$ cat config.mk
export PLATFORM = sky130hd
export DESIGN_NAME = irq_route_matrix
export DESIGN_NICKNAME = d
export VERILOG_FILES = /design/src/rtl/irqrt_pkg.sv /design/src/rtl/irqrt_cfg_regs.sv /design/src/rtl/irqrt_field_map.sv /design/src/rtl/irqrt_line_merge.sv /design/src/rtl/irq_route_matrix.sv
export SDC_FILE = /design/constraint.sdc
export NUM_CORES = 1
export LEC_CHECK = 0
export ABC_AREA = 0
export BUFFER_PORTS_ARGS = -buffer_cell sky130_fd_sc_hd__buf_2
export CAP_MARGIN = 30
export CORE_MARGIN = 10
export CORE_UTILIZATION = 50
export DETAILED_ROUTE_END_ITERATION = 7
export PLACE_DENSITY_LB_ADDON = 0.12
export SYNTH_ARGS = -nofsm -noshare
export SYNTH_HDL_FRONTEND = slang
export SYNTH_HIERARCHICAL = 1
export SYNTH_SLANG_ARGS = --single-unit
$ cat constraint.sdc
create_clock -name clk -period 15.1 [get_ports clk]
set_input_delay 1.51 -clock clk [delete_from_list [all_inputs] [get_ports clk]]
set_output_delay 1.51 -clock clk [all_outputs]
set_load 0.005 [all_outputs]
$ cat src/rtl/irqrt_pkg.sv
package irqrt_pkg;

   // source indices as seen on src_req
   typedef enum int {
      SRC_SER_A  = 0,
      SRC_SER_B  = 1,
      SRC_PAR    = 2,
      SRC_FLOP   = 3,
      SRC_DISK   = 4,
      SRC_BUS_A  = 5,
      SRC_BUS_B  = 6,
      SRC_BUS_C  = 7,
      SRC_BUS_D  = 8
   } src_id_e;

   localparam int SRC_TOTAL = 9;

   // bit position of the trigger byte inside the flattened configuration
   localparam int TRIG_LSB = 24;

   // bit position of each source's routing field inside the flattened
   // configuration {word2, word1, word0}
   function automatic int field_lsb(input int src);
      case (src)
         SRC_SER_A: return 40;
         SRC_SER_B: return 44;
         SRC_PAR:   return 48;
         SRC_FLOP:  return 52;
         SRC_DISK:  return 56;
         SRC_BUS_A: return 64;
         SRC_BUS_B: return 68;
         SRC_BUS_C: return 72;
         default:   return 76;
      endcase
   endfunction

endpackage

$ cat src/rtl/irqrt_cfg_regs.sv
module irqrt_cfg_regs #(
   parameter int ADDR_W    = 8,
   parameter int DATA_W    = 32,
   parameter int NUM_WORDS = 3,
   parameter int BASE_ADDR = 'h64
) (
   input  logic                        clk,
   input  logic                        rst_n,
   input  logic                        wr_en,
   input  logic [ADDR_W-1:0]           addr,
   input  logic [DATA_W-1:0]           wdata,
   output logic [DATA_W-1:0]           rdata,
   output logic [NUM_WORDS*DATA_W-1:0] cfg_flat
);

   localparam int WORD_BYTES = DATA_W / 8;
   localparam int OFS_W      = $clog2(WORD_BYTES);
   localparam int IDX_W      = (NUM_WORDS > 1) ? $clog2(NUM_WORDS) : 1;

   logic [ADDR_W-1:0] rel;
   logic [ADDR_W-1:0] word_no;
   logic [IDX_W-1:0]  idx;
   logic              hit;

   assign rel     = addr - ADDR_W'(BASE_ADDR);
   assign word_no = rel >> OFS_W;
   assign idx     = word_no[IDX_W-1:0];
   assign hit     = (addr >= ADDR_W'(BASE_ADDR))
                 && (rel[OFS_W-1:0] == '0)
                 && (word_no < ADDR_W'(NUM_WORDS));

   logic [DATA_W-1:0] words [NUM_WORDS];

   for (genvar w = 0; w < NUM_WORDS; w++) begin : g_word
      always_ff @(posedge clk) begin
         if (!rst_n)
            words[w] <= '0;
         else if (wr_en && hit && (idx == IDX_W'(w)))
            words[w] <= wdata;
      end
      assign cfg_flat[w*DATA_W +: DATA_W] = words[w];
   end

   always_comb begin
      rdata = '0;
      for (int w = 0; w < NUM_WORDS; w++) begin
         if (hit && (idx == IDX_W'(w)))
            rdata = words[w];
      end
   end

endmodule

$ cat src/rtl/irqrt_field_map.sv
module irqrt_field_map #(
   parameter int CFG_W   = 96,
   parameter int NUM_SRC = 9,
   parameter int FIELD_W = 4
) (
   input  logic [CFG_W-1:0]   cfg_flat,
   output logic [FIELD_W-1:0] route [NUM_SRC]
);

   for (genvar s = 0; s < NUM_SRC; s++) begin : g_src
      localparam int LSB = irqrt_pkg::field_lsb(s);
      if (LSB + FIELD_W > CFG_W) begin : g_bad
         $error("routing field of a source lies outside the configuration");
      end
      assign route[s] = cfg_flat[LSB +: FIELD_W];
   end

   // bits with no routing meaning are read back only
   logic unused_cfg;
   assign unused_cfg = ^cfg_flat;

endmodule

$ cat src/rtl/irqrt_line_merge.sv
module irqrt_line_merge #(
   parameter int NUM_SRC      = 9,
   parameter int NUM_LINES    = 8,
   parameter int FIELD_W      = 4,
   parameter int CASCADE_LINE = 2
) (
   input  logic [NUM_SRC-1:0]   src_req,
   input  logic [FIELD_W-1:0]   route [NUM_SRC],
   output logic [NUM_LINES-1:0] line_or
);

   for (genvar l = 0; l < NUM_LINES; l++) begin : g_line
      if (l == 0 || l == CASCADE_LINE) begin : g_dead
         // value 0 means "not connected"; the cascade line is reserved
         assign line_or[l] = 1'b0;
      end else begin : g_live
         logic [NUM_SRC-1:0] sel;
         for (genvar s = 0; s < NUM_SRC; s++) begin : g_tap
            assign sel[s] = src_req[s] && (route[s] == FIELD_W'(l));
         end
         assign line_or[l] = |sel;
      end
   end

endmodule

$ cat src/rtl/irq_route_matrix.sv
module irq_route_matrix #(
   parameter int ADDR_W       = 8,
   parameter int DATA_W       = 32,
   parameter int NUM_WORDS    = 3,
   parameter int BASE_ADDR    = 'h64,
   parameter int NUM_SRC      = 9,
   parameter int NUM_LINES    = 8,
   parameter int FIELD_W      = 4,
   parameter int CASCADE_LINE = 2,
   parameter bit REG_OUT      = 1'b1
) (
   input  logic                 clk,
   input  logic                 rst_n,
   input  logic [ADDR_W-1:0]    reg_addr,
   input  logic                 reg_wr,
   input  logic [DATA_W-1:0]    reg_wdata,
   output logic [DATA_W-1:0]    reg_rdata,
   input  logic [NUM_SRC-1:0]   src_req,
   output logic [NUM_LINES-1:0] irq_req,
   output logic [NUM_LINES-1:0] irq_trig
);

   localparam int CFG_W = NUM_WORDS * DATA_W;

   // elaboration checks
   if (DATA_W != 32) begin : g_chk_dw
      $error("configuration words must be 32 bits");
   end
   if (NUM_SRC != irqrt_pkg::SRC_TOTAL) begin : g_chk_src
      $error("source count does not match the field layout");
   end
   if (NUM_LINES > (1 << FIELD_W)) begin : g_chk_lines
      $error("routing field too narrow for the line count");
   end
   if (NUM_WORDS < 3) begin : g_chk_words
      $error("layout needs three configuration words");
   end
   if ((BASE_ADDR % (DATA_W / 8)) != 0) begin : g_chk_base
      $error("base offset must be word aligned");
   end
   if (CASCADE_LINE >= NUM_LINES) begin : g_chk_casc
      $error("cascade line outside the line range");
   end

   logic [CFG_W-1:0]     cfg_flat;
   logic [FIELD_W-1:0]   route [NUM_SRC];
   logic [NUM_LINES-1:0] line_or;

   irqrt_cfg_regs #(
      .ADDR_W    (ADDR_W),
      .DATA_W    (DATA_W),
      .NUM_WORDS (NUM_WORDS),
      .BASE_ADDR (BASE_ADDR)
   ) u_regs (
      .clk      (clk),
      .rst_n    (rst_n),
      .wr_en    (reg_wr),
      .addr     (reg_addr),
      .wdata    (reg_wdata),
      .rdata    (reg_rdata),
      .cfg_flat (cfg_flat)
   );

   irqrt_field_map #(
      .CFG_W   (CFG_W),
      .NUM_SRC (NUM_SRC),
      .FIELD_W (FIELD_W)
   ) u_map (
      .cfg_flat (cfg_flat),
      .route    (route)
   );

   irqrt_line_merge #(
      .NUM_SRC      (NUM_SRC),
      .NUM_LINES    (NUM_LINES),
      .FIELD_W      (FIELD_W),
      .CASCADE_LINE (CASCADE_LINE)
   ) u_merge (
      .src_req (src_req),
      .route   (route),
      .line_or (line_or)
   );

   assign irq_trig = cfg_flat[irqrt_pkg::TRIG_LSB +: NUM_LINES];

   if (REG_OUT) begin : g_reg_out
      always_ff @(posedge clk) begin
         if (!rst_n)
            irq_req <= '0;
         else
            irq_req <= line_or;
      end
   end else begin : g_comb_out
      assign irq_req = line_or;
   end

endmodule

==> After elaboration in Yosys (flattened, before gate mapping) <==
Memories as Yosys holds them, arrays and structs flattened.
Index checks and enable logic that the tools add are counted.
{ "word_totals": {"regBits": 8, "ramBits": 96, "inputBits": 52, "word_cells": 152, "mem_count": 1} }
{ "classes": {"n_addsub": 1, "order_cmp": 2, "n_eq_ne": 56, "mux": 16, "bitwise_logic": 3, "n_reduce_logical": 71} }
{ "memory_table": {"columns": ["name", "depth", "width", "read_ports", "rd_clocked_by_memory_dff", "wr", "line", "text"], "rows": [
  ["u_regs.words", 3, 32, 3, 0, 3, "irqrt_cfg_regs.sv:32", "logic [DATA_W-1:0] words [NUM_WORDS];"]
]} }
{ "op_table": {"columns": ["cell", "count"], "rows": [
  ["$mux W32", 6],
  ["$eq A4 B3 Y1 const B", 36],
  ["$logic_and A1 B1 Y1", 63],
  ["$reduce_or A9 Y1", 6],
  ["$eq A4 B1 Y1 const B", 9],
  ["$eq A4 B2 Y1 const B", 9],
  ["$mux W1", 10],
  ["$ge A8 B7 Y1 const B", 1],
  ["$sub A8 B7 Y8 const B", 1],
  ["$lt A6 B2 Y1 const B", 1],
  ["$logic_not A2 Y1", 2],
  ["$or A1 B1 Y1", 3],
  ["$eq A2 B1 Y1 const B", 1],
  ["$eq A2 B2 Y1 const B", 1]
]} }

==> Logic depth before layout (Yosys ltp) <==
{ "logic_depth": {"depth_word": 10, "mapped_depth": 6, "ltp_nobuf": 5} }

==> Cells and area by module <==
The synthesis kept the hierarchy.
{ "by_module_without_submodules": {"columns": ["module", "instances", "cells_each", "area_per_inst_um2", "seq_area_each_um2"], "rows": [
  ["irqrt_cfg_regs", 1, 327, 4345.4, 2882.8],
  ["irqrt_line_merge", 1, 90, 663.1, 0.0],
  ["irqrt_field_map", 1, 36, 270.3, 0.0],
  ["irq_route_matrix", 1, 16, 210.2, 160.2]
]} }

==> Least setup slack after synthesis <==
OpenSTA, ideal clock, no wires.
{ "synth_timing": {"path_kind": "input-to-reg", "from": "input reg_addr[7]", "to": "memory u_regs.words[1][0], enable pin", "arrival_time_ps": 5823, "path_slack_ps": 8767, "stages": 5, "n_path_buf": 3, "path_cell_list": "or4b_1 -> buf_4 -> buf_6 -> buf_6 -> o41ai_1"} }
{ "synth_rtl": {"columns": ["item", "line", "text"], "rows": [
  ["from (decl)", "irq_route_matrix.sv:14", "input logic [ADDR_W-1:0] reg_addr,"],
  ["to (decl)", "irqrt_cfg_regs.sv:32", null]
]} }

==> Worst setup path after layout <==
{ "layout_timing": {"from": "input reg_addr[7]", "to": "output reg_rdata[28]"} }
{ "layout_between": {"elab_chain_len": 7, "word_cells_on_any_way": 11, "classes_between": "1 x add/sub; 2 x order compare; 3 x mux; 5 x reduce/logical"} }
{ "layout_lines": {"columns": ["item", "line", "text"], "rows": [
  ["$sub A8 B7 Y8 / $ge A8 B7 Y1 (equally long branches)", "irqrt_cfg_regs.sv:25, irqrt_cfg_regs.sv:28", null],
  ["$lt A6 B2 Y1 / $logic_and A1 B1 Y1 (equally long branches)", "irqrt_cfg_regs.sv:30, irqrt_cfg_regs.sv:29", null],
  ["$logic_and A1 B1 Y1 (*)", "irqrt_cfg_regs.sv:30", "&& (word_no < ADDR_W'(NUM_WORDS));"],
  ["$logic_and A1 B1 Y1", "irqrt_cfg_regs.sv:47", "if (hit && (idx == IDX_W'(w)))"],
  ["$mux W32 (2 in a row)", "irqrt_cfg_regs.sv:47", null],
  ["$mux W32 (*)", "irqrt_cfg_regs.sv:47", null],
  ["to (decl)", "irq_route_matrix.sv:17", "output logic [DATA_W-1:0] reg_rdata,"]
]} }
Mark *: on every way between the ends. The rest lies on a longest branch, timed or not.

==> summary.txt <==
Clock tree
  • Clock sink total: 104
  • Hold-fix buffers, CTS: 0
  • H-tree depth: 3
  • # resized after CTS: 0
  • Clock transition at path regs: around 0.090 ns
  • Post CTS Setup Buffer Count: 0
  • CTS tree: built
  • Clk buf depth: 2
  • Num CTS Buffers: 9
  • Clock Latency Late Sink: roughly 0.37 ns
  • Root Driver: clkbuf_8

Yosys
  • Syn Std Cell Area: roughly 0.0055 sq mm
  • Synth Area per Inst: around 12 sq um
  • #FFs+latches synth: ~100
  • Sequential area share after synthesis: approximately 55%
  • Post-synth EDFFs: 96
  • Ys flop type: edfxtp_1
  • Yosys Warn Count: 6
  • Post-synthesis async set-or-reset flop share: 0%
  • Post-synthesis cell type count: 42
  • Post-Synthesis Cells: approximately 470

Timing
  • Unrepaired setup endpoints after global routing: no
  • Slew @ Worst Pin: 0.9848 ns
  • Smallest hold slack: slightly below 0.9 ns
  • Final WS setup: just under 10 ns
  • Final Slew Violations: 0
  • Final period utilization: a little over a third
  • Total Neg Setup Slack: 0 ns
  • Final Skew: just under 0.007 ns
  • Final Hold Fails: 0
  • Fmax: 0.1828 GHz
  • Min Tclk post-route: roughly 5.5 ns
  • Max-slew headroom: approximately a third
  • Final setup viols: 0

Routing
  • DRC: 0
  • Antenna Nets Post-Route: 0
  • Final WL: between 10000 and 15000 um
  • Vias/cell: between 5 and 6
  • Routed wire per std cell: a little over 20 um
  • Pre-antenna DRT Iters: 5
  • Initial drt markers: around 330
  • Vias post-DR: approximately 3900

Layout
  • Nets@finish: between 500 and 600
  • Layout cell share with drive strength beyond 1: around 26%
  • Register area: approximately 0.0030 sq mm
  • Multi-input gate area: ~0.0019 sq mm
  • Diodes inserted: 0
  • Synth-to-layout area growth: 11.78%
  • Fin util: between 50% and 60%
  • Fillers: roughly 900
  • Non-Filler Instances: slightly below 700

Critical path
  • R2r worst-path depth: 5
  • Crit path from: reg_addr[7]
  • Reg2reg end: irq_req[1]
  • Worst r2r src: u_regs/words[1][12]
  • Worst R2R Setup Slack: between 10 and 15 ns
  • CP startpoint kind: primary input
  • Slowest CP cell: or4b_2
  • Crit path largest cell delay: roughly 0.66 ns
  • Type of the worst setup path: primary input to output port
  • Critical Path, Cell by Cell: buf_2 > or4b_2 > buf_4 > nor3_4 > buf_4 > a221o_1 > buf_2
  • Crit. End Element: output port
  • Crit path required time: roughly 14 ns
  • CP Data Arrival Time: between 3 and 4 ns
  • Worst Path Max Fanout: 42

Die
  • Row count: 38
  • Top-Level Pins: 100
  • Die ar.: 0.01557 sq mm
  • Die height: ~120 um
  • Core ar.: between 0.01 and 0.015 sq mm
  • Chip Width: ~120 um
  • Starting density of the core: approximately 51%

Placement
  • Place WS: about 9.7 ns
  • Placed Cells: roughly 660
  • Final HPWL DP: slightly below 10000 um
  • Count of buffers from port buffering: 99
  • Routability cong.: approximately 0.87

Global routing
  • Largest net degree at the start of global routing: 43
  • GR Util All Layers: between 10% and 20%
  • Vias in the first global route: roughly 4000
  • First-pass GRT wire length: ~22000 um
  • GRT overflow: 0
  • Initial antenna violation count: 0

Power
  • Pwr Density: 94.80 mW/mm^2
  • Pleak: ~2.5 nW
  • Max rail drop VDD: ~0.000045 V

Status
  • Status: finished, final reports clean

Worst hold path
  • Hold Crit Endpoint: irq_req[6]
  • Hold Crit Start: u_regs/words[2][5]
  • Min-delay worst type: flip-flop to flip-flop
  • Hold path depth: 4

Job
  • Max Cap Violations: 0
==> worst max path at each step <==
stage,to,slack (ns),depth (start not counted)
2_1_floorplan,u_regs/words[1][0],8.77,5
3_3_place_gp,reg_rdata[23],9.70,7
3_5_place_dp,reg_rdata[23],9.65,7
4_1_cts,reg_rdata[27],9.65,7
5_1_grt,reg_rdata[28],9.50,7
6_report,reg_rdata[28],9.63,7
==> power by group <==
part           leakage (nW)  internal [W]  switching, W
Clock                 0.114      0.000109     0.0000954
Sequential            0.977      0.000329     0.0000111
Combinational          1.37     0.0000156     0.0000223
==> cell type report <==
| cell class | count | area share (%) |
|---|---|---|
| Timing Repair Buffer | 110 | 9.747 |
| Sequential cell | 104 | 49.59 |
| Clock buffer | 9 | 2.019 |
| Multi-Input combinational cell | 266 | 31.61 |
| Inverter | 39 | 2.386 |
| Clock inverter | 7 | 1.794 |
| Tap cell | 140 | 2.855 |
==> worst max-delay path, delay by kind of cell <==
family          cells  cell delay [ns]
simple gates        2             1.31
buf+inv             4             0.93
compound gates      1             0.20
==> flip-flops by register name, summed over array words and instances, names as in the netlist <==
signal	flops
u_regs/words	96
irq_req	8
==> cells by family (layout without fill, tap and decap cells) <==
kind of cell / after synthesis / in the layout / share of synthesized area [%]
other: 1 / 2 / 0.06832
flip-flops: 104 / 104 / 55.44
AND/OR/NAND/NOR: 215 / 215 / 25.96
AO/OA/AOI/OAI: 49 / 49 / 8.434
buffers and inverters: 100 / 165 / 10.10
==> layout by cell type (no fill, tap or decap), types with 7 or more instances in the layout <==
master	netlist	layout
buf_2	8	99
edfxtp_1	96	96
a221o_1	31	31
clkbuf_8	0	9
inv_1	39	39
nand4_1	7	7
buf_4	39	10
and2_1	104	104
nor3_1	36	36
nand4b_1	15	15
nand3_1	8	8
dfxtp_1	8	8
==> routing by layer <==
| layer | wire length (um) | share of wire [%] | track usage, % |
|---|---|---|---|
| met2 | 6538 | 48 | 28.23 |
| met4 | 200 | 1.5 | 5.826 |
| met5 | 0 | 0 | 0 |
| met1 | 6138 | 45 | 22.11 |
| met3 | 885 | 6.4 | 4.298 |
==> Yosys cell counts (all sizes together), types with 5 or more instances <==
master / instances / area (sq um)
clkbuf: 12 / 52.55
nand4: 7 / 43.79
nand2: 5 / 18.77
and2: 104 / 650.6
buf: 49 / 355.3
a221o: 31 / 310.3
or3: 5 / 31.28
inv: 39 / 146.4
nand3: 8 / 40.04
nor2b: 8 / 65.07
dfxtp: 8 / 160.2
o221ai: 5 / 43.79
nor3: 39 / 216.5
nand4b: 15 / 131.4
nand3b: 5 / 37.54
edfxtp: 96 / 2883
nor4bb: 5 / 50.05
==> per-stage QoR <==
stage | power [W] | instance area (sq um)
5_1_grt | 0.0006023 | 6136
3_3_place_gp | 0.0003832 | 5874
4_1_cts | 0.0005845 | 6136
6_report | 0.0005817 | 6136
2_1_floorplan | 0.0003685 | 5493
3_5_place_dp | 0.0003842 | 5902
No activity file was read; power rests on OpenSTA's default activity.
